## src/rtl/serdac_pkg.sv

```systemverilog
package serdac_pkg;
   localparam int OP_W = 2;

   typedef enum logic [1:0] {
      OP_STAGE    = 2'b00,
      OP_STAGE_GO = 2'b01,
      OP_GO       = 2'b10,
      OP_CTRL     = 2'b11
   } op_e;

   typedef enum logic [1:0] {
      CT_IDLE  = 2'b00,
      CT_SLEEP = 2'b01,
      CT_PIN   = 2'b10,
      CT_PHASE = 2'b11
   } ctl_e;
endpackage

```

## src/rtl/serdac_sync.sv

```systemverilog
module serdac_sync #(
   parameter int          W      = 3,
   parameter int          STAGES = 2,
   parameter logic [W-1:0] INIT  = '0
) (
   input  logic         clk,
   input  logic         rst_n,
   input  logic [W-1:0] d,
   output logic [W-1:0] q
);
   logic [W-1:0] chain [STAGES];

   always_ff @(posedge clk or negedge rst_n) begin
      if (!rst_n) begin
         for (int s = 0; s < STAGES; s++) chain[s] <= INIT;
      end else begin
         chain[0] <= d;
         for (int s = 1; s < STAGES; s++) chain[s] <= chain[s-1];
      end
   end

   assign q = chain[STAGES-1];
endmodule

```

## src/rtl/serdac_shifter.sv

```systemverilog
module serdac_shifter #(
   parameter int FRAME_W       = 16,
   parameter int SYNC_STAGES   = 2,
   parameter bit HALF_STAGE_EN = 1'b1
) (
   input  logic               clk,
   input  logic               rst_n,
   input  logic               sck,
   input  logic               sel_n,
   input  logic               sdi,
   input  logic               half_mode,
   input  logic               sleep,
   output logic               frame_ok,
   output logic [FRAME_W-1:0] frame_word,
   output logic               sdo
);
   localparam int                CNT_W    = $clog2(FRAME_W + 2);
   localparam logic [CNT_W-1:0]  CNT_FULL = CNT_W'(FRAME_W);
   localparam logic [CNT_W-1:0]  CNT_CAP  = CNT_W'(FRAME_W + 1);

   logic [2:0] pins_s;
   logic       sck_s, sel_s, sdi_s;
   logic       sck_d, sel_d;
   logic       sck_rise, sck_fall, sel_rise;
   logic [FRAME_W-1:0] sr_q;
   logic [CNT_W-1:0]   cnt_q;
   logic               tail_src;
   logic               sdo_q;

   serdac_sync #(.W(3), .STAGES(SYNC_STAGES), .INIT(3'b010)) u_sync (
      .clk   (clk),
      .rst_n (rst_n),
      .d     ({sck, sel_n, sdi}),
      .q     (pins_s)
   );
   assign {sck_s, sel_s, sdi_s} = pins_s;

   always_ff @(posedge clk or negedge rst_n) begin
      if (!rst_n) begin
         sck_d <= 1'b0;
         sel_d <= 1'b1;
      end else begin
         sck_d <= sck_s;
         sel_d <= sel_s;
      end
   end

   assign sck_rise = sck_s & ~sck_d;
   assign sck_fall = ~sck_s & sck_d;
   assign sel_rise = sel_s & ~sel_d;

   always_ff @(posedge clk or negedge rst_n) begin
      if (!rst_n) begin
         sr_q     <= '0;
         cnt_q    <= '0;
         frame_ok <= 1'b0;
      end else begin
         frame_ok <= 1'b0;
         if (sel_rise) begin
            frame_ok <= (cnt_q == CNT_FULL);
            cnt_q    <= '0;
         end else if (sck_rise && !sel_s) begin
            sr_q  <= {sr_q[FRAME_W-2:0], sdi_s};
            cnt_q <= (cnt_q == CNT_CAP) ? cnt_q : cnt_q + 1'b1;
         end
      end
   end

   assign frame_word = sr_q;

   generate
      if (HALF_STAGE_EN) begin : g_half
         logic half_q;
         always_ff @(posedge clk or negedge rst_n) begin
            if (!rst_n)        half_q <= 1'b0;
            else if (sck_fall) half_q <= sr_q[FRAME_W-1];
         end
         assign tail_src = half_mode ? half_q : sr_q[FRAME_W-1];
      end else begin : g_plain
         logic unused_half;
         assign unused_half = half_mode;
         assign tail_src    = sr_q[FRAME_W-1];
      end
   endgenerate

   always_ff @(posedge clk or negedge rst_n) begin
      if (!rst_n)      sdo_q <= 1'b0;
      else if (!sleep) sdo_q <= tail_src;
   end
   assign sdo = sdo_q;

   p_cnt_cap_r6: assert property (@(posedge clk) disable iff (!rst_n)
      cnt_q <= CNT_CAP);
   p_ok_pulse_r6: assert property (@(posedge clk) disable iff (!rst_n)
      frame_ok |=> !frame_ok);
   p_sdo_frozen_r12: assert property (@(posedge clk) disable iff (!rst_n)
      (sleep && $past(sleep)) |-> $stable(sdo_q));
endmodule

```

## src/rtl/serdac_regs.sv

```systemverilog
module serdac_regs
   import serdac_pkg::*;
#(
   parameter int DATA_W  = 14,
   parameter int FRAME_W = DATA_W + OP_W
) (
   input  logic               clk,
   input  logic               rst_n,
   input  logic               frame_ok,
   input  logic [FRAME_W-1:0] frame_word,
   input  logic               sleep_allow,
   output logic [DATA_W-1:0]  hold_code,
   output logic [DATA_W-1:0]  dac_code,
   output logic               sleep,
   output logic               user_out,
   output logic               half_mode
);
   op_e               op;
   ctl_e              ct;
   logic              arg;
   logic [DATA_W-1:0] payload;

   assign op      = op_e'(frame_word[FRAME_W-1 -: OP_W]);
   assign ct      = ctl_e'(frame_word[DATA_W-1 -: 2]);
   assign arg     = frame_word[DATA_W-3];
   assign payload = frame_word[DATA_W-1:0];

   always_ff @(posedge clk or negedge rst_n) begin
      if (!rst_n) begin
         hold_code <= '0;
         dac_code  <= '0;
         sleep     <= 1'b0;
         user_out  <= 1'b0;
         half_mode <= 1'b0;
      end else if (frame_ok) begin
         unique case (op)
            OP_STAGE: hold_code <= payload;
            OP_STAGE_GO: begin
               hold_code <= payload;
               dac_code  <= payload;
               sleep     <= 1'b0;
            end
            OP_GO: begin
               dac_code <= hold_code;
               sleep    <= 1'b0;
            end
            OP_CTRL: begin
               unique case (ct)
                  CT_IDLE:  ;
                  CT_SLEEP: if (sleep_allow) sleep <= 1'b1;
                  CT_PIN:   user_out  <= arg;
                  CT_PHASE: half_mode <= ~arg;
               endcase
            end
         endcase
      end
   end

   p_dac_src_r5: assert property (@(posedge clk) disable iff (!rst_n)
      !$stable(dac_code) |-> $past(frame_ok && (op == OP_STAGE_GO || op == OP_GO)));
   p_hold_src_r3: assert property (@(posedge clk) disable iff (!rst_n)
      !$stable(hold_code) |-> $past(frame_ok && (op == OP_STAGE || op == OP_STAGE_GO)));
   p_sleep_gate_r8: assert property (@(posedge clk) disable iff (!rst_n)
      $rose(sleep) |-> $past(sleep_allow));
   p_wake_r4: assert property (@(posedge clk) disable iff (!rst_n)
      $fell(sleep) |-> $past(frame_ok && (op == OP_STAGE_GO || op == OP_GO)));
endmodule

```

## src/rtl/serdac_front.sv

```systemverilog
module serdac_front
   import serdac_pkg::*;
#(
   parameter int DATA_W        = 14,
   parameter int SYNC_STAGES   = 2,
   parameter bit HALF_STAGE_EN = 1'b1
) (
   input  logic              clk,
   input  logic              rst_n,
   input  logic              sck,
   input  logic              sel_n,
   input  logic              sdi,
   input  logic              sleep_allow,
   output logic              sdo,
   output logic [DATA_W-1:0] hold_code,
   output logic [DATA_W-1:0] dac_code,
   output logic              sleep,
   output logic              user_out
);
   localparam int FRAME_W = DATA_W + OP_W;

   generate
      if (DATA_W < 3) begin : g_bad_width
         $error("serdac_front: DATA_W must leave room for a sub-command and its argument");
      end
      if (SYNC_STAGES < 2) begin : g_bad_sync
         $error("serdac_front: SYNC_STAGES below 2 is not a safe synchronizer");
      end
   endgenerate

   logic               frame_ok;
   logic [FRAME_W-1:0] frame_word;
   logic               half_mode;

   serdac_shifter #(
      .FRAME_W       (FRAME_W),
      .SYNC_STAGES   (SYNC_STAGES),
      .HALF_STAGE_EN (HALF_STAGE_EN)
   ) u_shift (
      .clk        (clk),
      .rst_n      (rst_n),
      .sck        (sck),
      .sel_n      (sel_n),
      .sdi        (sdi),
      .half_mode  (half_mode),
      .sleep      (sleep),
      .frame_ok   (frame_ok),
      .frame_word (frame_word),
      .sdo        (sdo)
   );

   serdac_regs #(
      .DATA_W  (DATA_W),
      .FRAME_W (FRAME_W)
   ) u_regs (
      .clk         (clk),
      .rst_n       (rst_n),
      .frame_ok    (frame_ok),
      .frame_word  (frame_word),
      .sleep_allow (sleep_allow),
      .hold_code   (hold_code),
      .dac_code    (dac_code),
      .sleep       (sleep),
      .user_out    (user_out),
      .half_mode   (half_mode)
   );
endmodule

```

## config.mk

```make
export PLATFORM = sky130hd
export DESIGN_NAME = serdac_front
export DESIGN_NICKNAME = d
export VERILOG_FILES = /design/src/rtl/serdac_pkg.sv /design/src/rtl/serdac_sync.sv /design/src/rtl/serdac_shifter.sv /design/src/rtl/serdac_regs.sv /design/src/rtl/serdac_front.sv
export SDC_FILE = /design/constraint.sdc
export NUM_CORES = 1
export LEC_CHECK = 0
export BUFFER_PORTS_ARGS = -buffer_cell sky130_fd_sc_hd__buf_2
export CORE_ASPECT_RATIO = 0.75
export CORE_MARGIN = 2
export CORE_UTILIZATION = 42
export CTS_CLUSTER_SIZE = 8
export DETAILED_ROUTE_END_ITERATION = 8
export PLACE_DENSITY = 0.63
export REMOVE_ABC_BUFFERS = 1
export SYNTH_ARGS = -nofsm -noshare
export SYNTH_HDL_FRONTEND = slang
export SYNTH_SLANG_ARGS = --single-unit
```

## constraint.sdc

```tcl
create_clock -name clk -period 4.5 [get_ports clk]
set_input_delay 0.45 -clock clk [delete_from_list [all_inputs] [get_ports clk]]
set_output_delay 0.45 -clock clk [all_outputs]
set_load 0.02 [all_outputs]
```

# == After elaboration in Yosys (flattened, before gate mapping) ==
# Cells that the tools add are included.
# classes
add_sub_neg,1
n_eq_ne,11
bitwise_logic,8
muxes,9
reduce_logical,15
# op_table
operator,n
$pmux W14 S2,1
$mux W5,3
$eq A5 B5 Y1 const B,2
$eq A2 B2 Y1 const B,4
$reduce_and A2 Y1,4
$reduce_and A3 Y1,2
$reduce_bool A2 Y1,3
$add A5 B1 Y5 const B,1
$not A1 Y1,5
$eq A2 B1 Y1 const B,2
$mux W1,4
$ne A2 B1 Y1 const B,2
$reduce_and A4 Y1,1
$reduce_or A2 Y1,2
$and A1 B1 Y1,3
$logic_not A2 Y1,1
$ne A2 B2 Y1 const B,1
$pmux W1 S2,1
$logic_and A1 B1 Y1,1
$logic_not A1 Y1,1
# word_totals
ff_bits,63
output_inout_bits,31
inputBits,6

# == Logic depth before layout (Yosys ltp) ==
# logic_depth
ltp_word,5
ltp_mapped,7
mapped_depth_nobuf,5

# == By module ==
# A second synthesis with hierarchy kept.
# hier_totals
cells_unflattened,198
hier_area_um2,2696.3
# modules_own_cells
module,instances,cells_per_inst,area_per_inst_um2
serdac_regs,1,115,1451.4
serdac_shifter,1,74,1069.8
serdac_sync,1,9,175.2

# == Worst setup path before layout ==
# No wires, ideal clock.
# synth_timing
kind,register to register
startpoint,"register u_shift.sr_q[14], in the netlist u_shift.frame_word[14]"
endpoint,register u_regs.hold_code[0]
setup_time_ps,125
t_required_ps,4375
stages_incl_launch_ff,6
path_slack_ps,2880
path_buffers,1
t_arrival_ps,1496
path_cell_list,dfrtp_1 > inv_1 > ha_1 > o21ai_1 > buf_4 > mux2_2
# synth_via
elab_chain_len,3
# synth_lines
item,line_no,source
from (decl),serdac_shifter.sv:25,logic [FRAME_W-1:0] sr_q;
from (signal assigned),serdac_shifter.sv:63,"sr_q <= {sr_q[FRAME_W-2:0], sdi_s};"
$eq A2 B1 Y1 or $logic_not A2 Y1 (tied branches),serdac_regs.sv:36,unique case (op)
$reduce_or A2 Y1 (no source line) (*),-,
$reduce_and A2 Y1 (no source line) (*),-,
to (signal assigned),serdac_regs.sv:37,OP_STAGE: hold_code <= payload;
to (signal assigned),serdac_regs.sv:39,hold_code <= payload;
to (decl),serdac_regs.sv:12,"output logic [DATA_W-1:0] hold_code,"
# Every way passes the cells marked *; elsewhere a longest branch is shown, timed or not.
# A chain may end at the register's enable or synchronous reset.

# == Worst setup path after layout ==
# layout_timing
startpoint,"register u_shift.sr_q[15], in the netlist u_shift.frame_word[15]"
endpoint,register u_regs.dac_code[2]
# layout_via
elab_chain_len,3
# layout_lines
item,line_no,source
$eq A2 B1 Y1 or $eq A2 B2 Y1 (tied branches),serdac_regs.sv:36,
$reduce_bool A2 Y1 (no source line),-,
$reduce_and A2 Y1 (no source line),-,
to (signal assigned),serdac_regs.sv:40,dac_code <= payload;
to (signal assigned),serdac_regs.sv:44,dac_code <= hold_code;
to (decl),serdac_regs.sv:13,"output logic [DATA_W-1:0] dac_code,"
# Parallel ways exist; a longest one is shown, timed or not.

==> flow_metrics.tcl <==
set metrics [dict create \
    status "finished clean" \
    synthDominantCellAreaShare_pct 58.4 \
    grt_antenna_before_repair 0 \
    dieArea_mm2 0.00677 \
    crit_chain "inv_1, ha_1, and2_1, nor2_1, a21oi_1" \
    clock_sinks 63 \
    rsz0062_at_grt "false" \
    dp_hpwl_um 2990 \
    crit_fanout 28 \
    cts-root-buf "clkbuf_8" \
    drc 0 \
    cp_data_arrival_time_ns 2.13 \
    grt_max_degree 44 \
    ys_top_cells_by_area "dfrtp_1 (58%), mux2_2 (13%), mux2i_1 (7.0%), ha_1 (3.4%), dfstp_2 (3.1%)" \
    criticalPathCategory "register to register" \
    cts_made_buffers 9 \
    cts.path.max_buffers 2 \
    yosysSeqAreaShare_pct 61.5 \
    cp_slowest_stage_delay_ns 0.75 \
    slew_viol_final 0 \
    leakage_nw 1.51 \
    r2r_setup_slack_ns 2.62 \
    yosysUniqueCellTypes 24 \
    routed-via-count 1552 \
    hold_buffers 0 \
    grt.total_usage_pct 15.2 \
    yosys.area.top_type "dfrtp_1" \
    drt-total-wl_um 4470 \
    clock_skew_ns 0.00635 \
    yosysWarnings 0 \
    drt_iter0_drc 112 \
    min_path_type "input port to async pin" \
    drt-pass1-iter-count 4 \
    grt-ovfl-total 0 \
    routed_via_density 4.90 \
    io_pins 37 \
    power_mw 1.18 \
    diodes 0 \
    cts_resized 0 \
    max_cap_viol_count 0 \
    cts_tree "built" \
    routedWlPerCell_um 14.1 \
    fp.dieH_um 71.7 \
    critPathRequiredTime_ns 4.75 \
    timing.rr.end "u_regs.dac_code[2]" \
    r2r_start "u_shift.frame_word[15]" \
    placed_area_mm2 0.00283 \
    grt_pass1_vias 1524 \
    grt_pass1_wl_um 7630 \
    ant_nets 0 \
    period_share_pct 41.8 \
    tightestPinTransition_ns 0.963 \
    finalSetupViolations 0 \
    clk_latency_ns 0.34 \
    min_period_ns 1.88 \
    end_kind "register" \
    drive_gt1_share_pct 36.4 \
    synth-seq-cells 63 \
    die_x_um 94.3 \
    max_slew_margin_pct 35.8 \
    ir_drop_v 0.000231 \
    postCtsSetupBuffers 0 \
    r2r_cells 5 \
    start_util_pct 43.9 \
    tns_ns 0 \
    cp-start-kind "register" \
    hold_viol_final 0 \
    final_nets 248 \
    clk_pin_slew_ns 0.07 \
    max_freq_mhz 532 \
    area_delta_synth_final_pct 17.0 \
    fin_area_mm2 0.00301 \
    syn_avg_cell_area_um2 13.3 \
    rows 24 \
    coreArea_mm2 0.00586 \
    syn_inst 193 \
    port_buffers 36 \
    gp_congestion 0.710 \
    cellPowerDensity_mw_per_mm2 391 \
    cts-htree-levels 3 \
    syn_area_mm2 0.00257 \
    cp_slowest_cell "and2_1" \
]
worst max path at each step:
stage / start / endpoint / slack (ns) / cells past startpoint
finish: u_shift.frame_word[15] / u_regs.dac_code[2] / 2.62 / 5
global route: u_shift.frame_word[15] / u_regs.dac_code[10] / 2.36 / 5
CTS: u_shift.frame_word[14] / u_regs.dac_code[2] / 2.61 / 5
detailed placement: u_shift.frame_word[15] / u_regs.dac_code[2] / 2.61 / 4
global placement: u_shift.frame_word[15] / u_regs.dac_code[10] / 2.69 / 4
floorplan: u_shift.frame_word[14] / u_regs.hold_code[0] / 2.64 / 4
Yosys cell counts:
cell / instances
dfrtp_1: 60
nor4bb_1: 1
a41oi_1: 1
nand2_1: 8
o211ai_1: 1
nor2_1: 17
buf_2: 6
and2_1: 1
nand4b_1: 1
mux2i_1: 18
nor3b_2: 1
nand3_1: 1
mux2_2: 29
o21ai_1: 1
o31ai_1: 3
buf_4: 2
inv_1: 6
nand4bb_1: 2
ha_1: 7
dfstp_2: 3
o21ai_0: 5
a21oi_1: 15
nand4_1: 2
nand2b_1: 2
stage by stage:
step	cells	util, %	worst slack [ns]	hold slack (ns)
6_report	317	51.4	2.62	0.0544
5_1_grt	317	51.4	2.36	0.0706
4_1_cts	317	51.4	2.61	0.0502
3_5_place_dp	302	48.2	2.61	0.340
3_3_place_gp	302	48.2	2.69	0.336
2_1_floorplan	185	-	2.64	0.154
layout by cell type, fill, tap and decap left out, types with 2 or more instances in the layout:
cell type,count
clkinv_2,2
dfrtp_1,60
a21oi_1,15
o21ai_0,5
nand2b_1,2
nand4bb_1,2
o31ai_1,3
mux2i_1,18
buf_2,36
clkbuf_8,12
nand2_1,8
mux2_2,29
inv_1,6
dfstp_2,3
nand4_1,2
nor2_1,17
buf_4,3
ha_1,7
sequential cells by signal, indices dropped and copies added, names as in the netlist:
| signal | count |
|---|---|
| u_shift.frame_word | 16 |
| u_regs.dac_code | 14 |
| u_regs.hold_code | 14 |
| u_shift.cnt_q | 5 |
| u_shift.u_sync.chain | 3 |
| u_shift.u_sync.q | 3 |
| u_regs.half_mode | 1 |
| u_regs.sleep | 1 |
| u_regs.user_out | 1 |
| u_shift.frame_ok | 1 |
| u_shift.g_half.half_q | 1 |
| u_shift.sck_d | 1 |
| u_shift.sdo | 1 |
| u_shift.sel_d | 1 |
power by group:
group | switching (mW) | leakage (nW) | internal [mW]
combinational | 0.0378 | 0.572 | 0.0462
sequential | 0.0390 | 0.844 | 0.609
clock | 0.205 | 0.0942 | 0.240
total | 0.282 | 1.51 | 0.895
routing by layer:
metal  up-vias  wire, µm  GRT usage, %
li1        757         -             -
met1       749      2370          21.2
met2        43      1800          20.9
met3         3       283          8.31
met4         0        16          3.86
met5         -         0             0
worst max-delay path, delay by kind of cell (launching register included):
kind,cells,cell delay (ns)
AND/OR/NAND/NOR,2,0.84
AO/OA/AOI/OAI,1,0.16
buffers and inverters,1,0.10
adder cells (fa/ha/maj),1,0.28
flip-flops,1,0.39
cell families (layout without fill, tap and decap cells):
kind of cell | Yosys count | in the layout | share of synthesized area [%]
AO/OA/AOI/OAI | 26 | 26 | 5.60
adder cells (fa/ha/maj) | 7 | 7 | 3.41
flip-flops | 63 | 63 | 61.5
buffers and inverters | 14 | 60 | 2.63
AND/OR/NAND/NOR | 36 | 36 | 7.16
multiplexers | 47 | 47 | 19.7
final cells by class:
cell class / instances / area [µm²]
Clock buffer: 12 / 165
Clock inverter: 3 / 17.5
Fill cell: 549 / 2850
Inverter: 6 / 22.5
Multi-Input combinational cell: 116 / 922
Sequential cell: 63 / 1580
Tap cell: 78 / 97.6
Timing Repair Buffer: 39 / 203
No activity file was read; power rests on OpenSTA's default activity.
